## src/rtl/insn_fmt_agen.sv

```systemverilog
module insn_fmt_agen #(
  parameter int EA_W   = 24,
  parameter int REG_W  = 32,
  parameter int DISP_W = 12
) (
  input  logic              clk,
  input  logic              rst_n,
  input  logic              in_valid,
  input  logic [31:0]       in_insn,
  output logic [3:0]        rd_base_sel,
  input  logic [REG_W-1:0]  rd_base_data,
  output logic [3:0]        rd_idx_sel,
  input  logic [REG_W-1:0]  rd_idx_data,
  output logic              out_valid,
  output logic [7:0]        out_opcode,
  output logic [1:0]        out_fmt,
  output logic [1:0]        out_len,
  output logic              out_unsup,
  output logic [3:0]        out_r1,
  output logic [3:0]        out_r2,
  output logic [3:0]        out_base,
  output logic [DISP_W-1:0] out_disp,
  output logic [EA_W-1:0]   out_ea
);
  localparam logic [1:0] F_RR = 2'd0, F_RX = 2'd1, F_RS = 2'd2, F_LONG = 2'd3;

  logic [1:0]        fmt;
  logic [3:0]        base_f, idx_f;
  logic [EA_W-1:0]   base_term, idx_term, ea;
  logic [DISP_W-1:0] disp;
  logic [1:0]        len;
  logic              storage;

  assign fmt     = in_insn[31:30];
  assign base_f  = in_insn[15:12];
  assign idx_f   = in_insn[19:16];
  assign disp    = in_insn[DISP_W-1:0];
  assign storage = (fmt == F_RX) || (fmt == F_RS);

  assign rd_base_sel = base_f;
  assign rd_idx_sel  = idx_f;

  assign base_term = (storage && base_f != 4'd0) ? rd_base_data[EA_W-1:0] : '0;
  assign idx_term  = (fmt == F_RX && idx_f != 4'd0) ? rd_idx_data[EA_W-1:0] : '0;
  assign ea        = storage ? base_term + idx_term + EA_W'(disp) : '0;

  always_comb begin
    case (fmt)
      F_RR:    len = 2'd1;
      F_LONG:  len = 2'd3;
      default: len = 2'd2;
    endcase
  end

  always_ff @(posedge clk) begin
    if (!rst_n) begin
      out_valid  <= 1'b0;
      out_opcode <= '0;
      out_fmt    <= '0;
      out_len    <= '0;
      out_unsup  <= 1'b0;
      out_r1     <= '0;
      out_r2     <= '0;
      out_base   <= '0;
      out_disp   <= '0;
      out_ea     <= '0;
    end else begin
      out_valid <= in_valid;
      if (in_valid) begin
        out_opcode <= in_insn[31:24];
        out_fmt    <= fmt;
        out_len    <= len;
        out_unsup  <= (fmt == F_LONG);
        out_r1     <= in_insn[23:20];
        out_r2     <= idx_f;
        out_base   <= storage ? base_f : 4'd0;
        out_disp   <= storage ? disp : '0;
        out_ea     <= ea;
      end
    end
  end
endmodule

```

## config.mk

```make
export PLATFORM = sky130hd
export DESIGN_NAME = insn_fmt_agen
export DESIGN_NICKNAME = d
export VERILOG_FILES = /design/src/rtl/insn_fmt_agen.sv
export SDC_FILE = /design/constraint.sdc
export NUM_CORES = 1
export LEC_CHECK = 0
export ABC_AREA = 1
export CORE_MARGIN = 2
export CORE_UTILIZATION = 50
export CTS_BUF_LIST = sky130_fd_sc_hd__clkbuf_2
export DETAILED_ROUTE_END_ITERATION = 10
export PLACE_DENSITY = 0.95
export SETUP_SLACK_MARGIN = 0.15
export SYNTH_ARGS = -nofsm -noshare
export SYNTH_HDL_FRONTEND = slang
export SYNTH_SLANG_ARGS = --single-unit
```

## constraint.sdc

```tcl
create_clock -name clk -period 4.6 [get_ports clk]
set_input_delay 0.69 -clock clk [delete_from_list [all_inputs] [get_ports clk]]
set_output_delay 0.69 -clock clk [all_outputs]
set_load 0.005 [all_outputs]
```

Word level (Yosys, flattened, before mapping)

Cells that the tools add are included.

Divide/modulo/power cells: 0
$add $sub $neg: 2
Shifts and indexed selects: 0
Bitwise logic cells: 0
Mux-type cells: 6
Equality and inequality tests: 3
Order comparisons: 0
Reductions and logical operators: 6
Multiply operators: 0

Operator list:

| operator           | number |
|---|---|
| $mux 24            | 3 |
| $add 24x12->24     | 1 |
| $add 24x24->24     | 1 |
| $mux 12            | 1 |
| $reduce_bool 4->1  | 2 |
| $eq 2x2->1 const B | 2 |
| $mux 4             | 1 |
| $pmux 2 s2         | 1 |
| $eq 2x1->1 const B | 1 |
| $logic_and 1x1->1  | 2 |
| $logic_not 2->1    | 1 |
| $logic_or 1x1->1   | 1 |

Output and inout bits: 70
Register bits after elaboration: 62
Memory bits (read-only): 0
Memories kept: 0
Memory bits (writable): 0
Latch bits: 0
Logic and storage cells: 27
Input port bits: 99

Depth between registers and ports, before layout

Gate-level depths: netlist of run 1.

Word-level depth: 7
Gate-level depth with buffers: 19
Mapped depth without buffers: 18

Worst setup path before layout of run 1

No wires, ideal clock.

Path kind: input to register
Start point: input in_insn[30]
End point: register out_ea[8]
Library setup time: 132 ps
Data required time: 4,468 ps
Stages on the path: 14
Slack: 1,332 ps
Path buffers: 1
Arrival: 3,136 ps
Path through: inv_1 ha_1 nand2_1 clkbuf_1 nor2_1 fa_1 ha_1 nand2_1 nand3_2 nand2_1 nand3_1 or2_2 nand3_1 a21oi_1

Cells in the longest elaborated chain, start to end: 7
Elaborated cells on any way between the ends: 10
Those cells by class: add/sub: 2; eq/ne: 2; mux: 3; reduce/logical: 3

RTL lines:

| what                                     | line   | RTL |
|---|---|---|
| start, declared                          | 9      | `input logic [31:0] in_insn,` |
| $eq 2x1->1 or $eq 2x2->1 (tied branches) | 38, 44 |  |
| $logic_or 1x1->1                         | 38     | `assign storage = (fmt == F_RX) \|\| (fmt == F_RS);` |
| $logic_and 1x1->1                        | 43     | `assign base_term = (storage && base_f != 4'd0) ? rd_base_data[EA_W-1:0] : '0;` |
| $mux 24                                  | 43     |  |
| $add 24x24->24                           | 45     | `assign ea = storage ? base_term + idx_term + EA_W'(disp) : '0;` |
| $add 24x12->24                           | 45     |  |
| $mux 24 *                                | 45     |  |
| end signal, assigned                     | 66     | `out_ea <= '0;` |
| end signal, assigned                     | 78     | `out_ea <= ea;` |
| end, declared                            | 23     | `output logic [EA_W-1:0] out_ea` |

Every way passes the cells marked *; elsewhere a longest branch is shown, timed or not.
A chain may end at the register's enable or synchronous reset.

Worst setup path after layout of run 1

Start point: input in_insn[30]
End point: register out_ea[22]

The elaborated chain is that of the path after synthesis.

==> results.toml, run 1 <==
[status]
status = "completed"

[worst_setup_path]
rr_startpoint = "out_disp[3]$_SDFFE_PN0P_"
cp-start-kind = "input port"
crit_fanout = 15
worstSetupPathType = "in -> reg"
startpoint = "in_insn[30]"
worst_ep_required_time_ps = 5030
critPathCaptureType = "flop"
arrival_ps = 4300

[drt]
drt_iter0_drc = 370
antenna_left = 0
wl_mm = 12.4
vias_per_cell = 5.08
num_vias = 4791
avgRoutedWirePerCell_um = 13.1
drt_drc_violations_left = 0
firstDrtPassIters = 5

[yosys]
yosys.area.top_type_share_pct = 26.6
synth_ff_type = "dfxtp_1"
netlist_top_cells_area = "dfxtp_1 27%, nand2_1 15%, ha_1 10%"
synthDistinctLibCells = 31
ys_warn_count = 0
netlist_area_um2 = 4520
synth_edf_count = 0
syn_area_per_cell_um2 = 6.51
async_reset_ff_share_pct = 0
synth_cells = 694
syn_nets = 842
ys_ff_latch = 60
yosysSeqAreaShare_pct = 26.6
synth_area_leader_cell = "dfxtp_1"

[power]
total_power_mw = 1.44
p_int_mw = 0.928
seqPwrFrac_pct = 39.6
power.leakage_nw = 2.98
p_clk_share_pct = 22.6
switching_share_pct = 35.6
pwr-share-comb_pct = 37.8
p_per_area_nw_per_um2 = 235
power_switching_mw = 0.513
vdd_drop_max_v = 0.000141

[placement]
place.gp.congestion = 0.945
port_buffers = 152
place_area_um2 = 6040
dpl.hpwl_mm = 9.61
dp.cells = 927

[clock_tree]
insertion_delay_ps = 470
path_clk_slew_ps = 170
cts_setup_buffers = 0
post_cts_resized = 0
cts_hold_buf = 0
cts_max_level = 3
cts.sinks = 60
cts_buffers = 9
cts_root_buf = "clkbuf_2"
cts_max_path_buffers = 2
cts_tree = "done"

[cells_and_area]
area_growth_pct = 36.0
antennaDiodeCount = 0
final_cells = 943
multi_input_area_um2 = 2760
final_cell_mix = "178 x nand2_1, 152 x clkdlybuf4s50_1, 102 x nor2_1, 101 x inv_1"
fillerInstances = 768
final_common_cell = "nand2_1"
drive_above_1_share_pct = 7.07
nets = 978
seqCellArea_um2 = 1200
final_util_pct = 70.4
final_area_um2 = 6140

[floorplanning]
dieArea_um2 = 9810
die_width_um = 99.0
core_area_um2 = 8720
row_count = 34
die_h_um = 99.0
io_pins = 169
initial_core_util_pct = 51.8

[timing]
finClkSkew_ps = 0
final-hold-violation-count = 0
rsz0062_at_grt = "no"
drv_slew = 0
setup_viol = 0
worst_slew_pin_slew_ps = 958
fin_setup_tns_ps = 0
fmax_mhz = 258
fin_crit_sh_pct = 84.2
slew_headroom_pct = 36.1
period_needed_ps = 3870

[job]
drv_cap = 0

[global_routing]
grt_pass1_vias = 4466
grt_max_degree = 56
antenna_found_initial = 0
grt_pass1_wl_mm = 20.4
overflow = 0
track_usage_pct = 25.5

[worst_hold_path]
hp-class = "reg -> reg"
worstHoldStart = "out_base[0]$_SDFFE_PN0P_"
==> flip-flops by register name (all words and copies together), names as in the netlist <==
| register | count |
|---|---|
| out_base | 4 |
| out_ea | 24 |
| out_disp | 12 |
| out_r2 | 4 |
| out_unsup | 1 |
| out_r1 | 4 |
| out_len | 2 |
| out_valid | 1 |
| out_opcode | 8 |
==> worst max-delay path, cell delays in order <==
cell,delay (ps)
clkdlybuf4s50_1,510
inv_1,70
ha_1,330
nand2_1,420
buf_4,310
nor2_1,80
fa_1,460
ha_1,400
nand2_1,160
nand3_2,140
nand2_1,100
nand2_1,100
nand2_1,120
nand3_1,90
nand2_1,70
nand3_1,80
a21oi_1,140
==> power by group through the flow <==
stage	Clock, mW	Combinational (mW)	Sequential, mW
final	0.326	0.545	0.570
after global routing	0.351	0.604	0.574
after CTS	0.330	0.543	0.570
after detailed placement	0	0.539	0.581
after global placement	0	0.524	0.580
after floorplan	0	0.311	0.584
==> per-layer routing <==
| metal | global-route usage, % | part of all wire, % | vias to the layer above |
|---|---|---|---|
| met5 | 0 | 0 | - |
| met4 | 7.27 | 1.4 | 0 |
| met3 | 4.75 | 7.2 | 21 |
| met2 | 45.3 | 48 | 204 |
| met1 | 31.4 | 43 | 2137 |
| li1 | - | - | 2429 |
==> final cells by class <==
| cell class | instances | share of cell area [%] |
|---|---|---|
| Clock buffer | 10 | 0.815 |
| Clock inverter | 6 | 0.896 |
| Inverter | 104 | 6.36 |
| Multi-Input combinational cell | 499 | 44.9 |
| Sequential cell | 60 | 19.6 |
| Tap cell | 108 | 2.20 |
| Timing Repair Buffer | 156 | 25.3 |
==> synthesized netlist by cell type, types with 6 or more instances <==
cell	number
inv_1	101
dfxtp_1	60
a21oi_2	6
fa_1	13
clkbuf_1	16
nand2_2	14
nand2_1	178
buf_4	10
a21oi_1	60
o21ai_0	28
ha_1	36
nor2_2	6
nand3_1	27
nor2_1	102
nand3_2	6
==> metrics by stage <==
step                hold WS (ps)  worst slack (ps)
finish                       475               728
global route                 492               511
detailed placement           455               296
floorplan                    460              1330
CTS                          476               821
global placement             451               369
==> worst paths after layout <==
kind | to | slack, ps | cells after the start
max | out_ea[22]$_SDFFE_PN0P_ | 730 | 17
min | out_base[0]$_SDFFE_PN0P_ | 470 | 2
max reg2reg | out_disp[3]$_SDFFE_PN0P_ | 3850 | 2
min reg2reg | out_base[0]$_SDFFE_PN0P_ | 470 | 2
==> kinds of logic (layout without fill, tap and decap cells) <==
group | Yosys count | after routing | synth area share, %
buffers and inverters | 135 | 276 | 12.4
flip-flops | 60 | 60 | 26.6
AO/OA/AOI/OAI | 97 | 97 | 11.4
AND/OR/NAND/NOR | 353 | 353 | 33.9
adder cells (fa/ha/maj) | 49 | 49 | 15.7
No activity file was read; power rests on OpenSTA's default activity.
==> run 2: changes to the inputs <==
- CORE_UTILIZATION: 50 -> 42
- PLACE_DENSITY: 0.95 -> 0.86
- clock period: 4.6 -> 3.4 ns (I/O delays scaled with it)
==> run 2 against run 1 <==
- wire length is 6.7% higher
- cell area rose by 10%
- die area is 18% higher
- critical path type unchanged
- largest cell class unchanged
- highest routed layer unchanged
==> results.toml, run 2 (same netlist as run 1, synthesis figures left out) <==
[status]
status = "completed"

[placement]
port_buffers = 152
dpl.hpwl_mm = 10.4
place.gp.congestion = 0.917

[timing]
slew_headroom_pct = 53.9
fmax_mhz = 325
drv_slew = 0
final-hold-violation-count = 0
fin_crit_sh_pct = 90.5
hold_slack_ps = 471
period_needed_ps = 3080
rsz0062_at_grt = "no"
worst_slew_pin_slew_ps = 689
setup_viol = 0
finClkSkew_ps = 0

[floorplanning]
die_width_um = 108
die_h_um = 108
dieArea_um2 = 11600
core_area_um2 = 10400
row_count = 37
io_pins = 169
initial_core_util_pct = 43.6

[worst_setup_path]
crit_fanout = 9
worst_ep_required_time_ps = 3820
crit_path_max_incr_delay_ps = 490
rr_startpoint = "out_opcode[6]$_SDFFE_PN0P_"
path_cells = "clkdlybuf4s50_1, inv_1, ha_4, nand2_4, buf_6, nor2_1, fa_1, ha_4, nand2_1, nor2_1, nand2_1, nand3_1, nand2_1, nand3b_1, nand3_1, a21oi_1"
critPathCaptureType = "flop"
cp-start-kind = "input port"
worstSetupPathType = "in -> reg"
reg2reg_to = "out_opcode[6]$_SDFFE_PN0P_"
r2r_cells = 2
cp_slowest_cell = "clkdlybuf4s50_1"
arrival_ps = 3500
crit_path_frequent_cell = "nand2_1"
r2r_slack_ps = 2710

[drt]
avgRoutedWirePerCell_um = 12.9
firstDrtPassIters = 4
antenna_left = 0
drt_iter0_drc = 218
num_vias = 4888
wl_mm = 13.2
vias_per_cell = 4.79
drt_drc_violations_left = 0

[power]
pwr-share-comb_pct = 42.7
seqPwrFrac_pct = 36.4
p_per_area_nw_per_um2 = 312
power.leakage_nw = 3.22
vdd_drop_max_v = 0.000159
p_int_mw = 1.39
p_clk_share_pct = 20.9
power_switching_mw = 0.727
switching_share_pct = 34.4

[global_routing]
grt_pass1_vias = 4735
track_usage_pct = 23.1
grt_pass1_wl_mm = 21.3
grt_max_degree = 37
antenna_found_initial = 0
overflow = 0

[cells_and_area]
largest_register_ffs = 24
reg.largest.list = "out_ea (24), out_disp (12), out_opcode (8)"
final_cell_mix = "176 x nand2_1, 152 x clkdlybuf4s50_1, 100 x inv_1, 98 x nor2_1, 60 x dfxtp_1"
final_common_cell = "nand2_1"
antennaDiodeCount = 0
drive_above_1_share_pct = 15.5
final_util_pct = 65.3
area_growth_pct = 50.0
nets = 1027
largest-register = "out_ea"

[clock_tree]
cts_tree = "done"
cts_setup_buffers = 0
cts_max_level = 3
cts.sinks = 60
path_clk_slew_ps = 160
insertion_delay_ps = 490
cts_buffers = 9
cts_root_buf = "clkbuf_2"
cts_max_path_buffers = 2

[worst_hold_path]
hold_path_end = "out_ea[17]$_SDFFE_PN0P_"
hp-class = "reg -> reg"
worstHoldStart = "out_ea[17]$_SDFFE_PN0P_"
hold_depth = 2

[job]
drv_cap = 0
run 2: stage by stage:
step           cells  total power [mW]  area [µm²]  setup WS (ps)  TNS [ps]
4_1_cts         1020              2.06        6560            198         0
6_report        1020              2.11        6770            322         0
3_5_place_dp    1004              1.61        6450           -432     -7300
5_1_grt         1020              2.26        6770            151         0
3_3_place_gp    1004              1.59        6450           -373     -5900
2_1_floorplan    694              1.21        4520            312         0
run 2: how the worst max path moves through the flow:
stage                 from                 endpoint  slack, ps  depth (start not counted)
2_1_floorplan  in_insn[30]   out_ea[8]$_SDFFE_PN0P_        310                         14
3_3_place_gp   in_insn[31]  out_ea[21]$_SDFFE_PN0P_       -370                         18
3_5_place_dp   in_insn[31]  out_ea[16]$_SDFFE_PN0P_       -430                         16
4_1_cts        in_insn[31]  out_ea[13]$_SDFFE_PN0P_        200                         18
5_1_grt        in_insn[30]  out_ea[20]$_SDFFE_PN0P_        150                         18
6_report       in_insn[30]  out_ea[16]$_SDFFE_PN0P_        320                         16
run 2: timing repair:
item                                    4_1_cts  5_1_grt
hold buffers                                  0        0
gates resized for setup                       2       36
endpoints found under the setup margin       12       17
pin swaps                                     0        3
run 2: worst max-delay path, delay by kind of cell:
family	cells	cell delay, ps
adder cells (fa/ha/maj)	3	1090
buffers and inverters	3	740
AO/OA/AOI/OAI	1	180
AND/OR/NAND/NOR	9	970
run 2: per-layer routing:
metal | GRT usage, % | up-vias | part of all wire, %
li1 | - | 2524 | -
met1 | 26.7 | 2202 | 42
met2 | 41.3 | 149 | 49
met3 | 5.51 | 13 | 7.5
met4 | 7.97 | 0 | 1.2
met5 | 0 | - | 0
run 2: power groups by stage:
stage	combinational [mW]	sequential [mW]	clock, mW
after floorplan	0.421	0.789	0
after global placement	0.811	0.784	0
after detailed placement	0.827	0.786	0
after CTS	0.835	0.770	0.451
after global routing	1.00	0.776	0.480
final	0.903	0.770	0.441
run 2: area by class of cell:
type	count	area (µm²)
Sequential cell	60	1200
Timing Repair Buffer	205	1940
Clock inverter	5	52.6
Multi-Input combinational cell	499	2970
Clock buffer	11	55.1
Fill cell	916	3600
Inverter	104	390
Tap cell	136	170
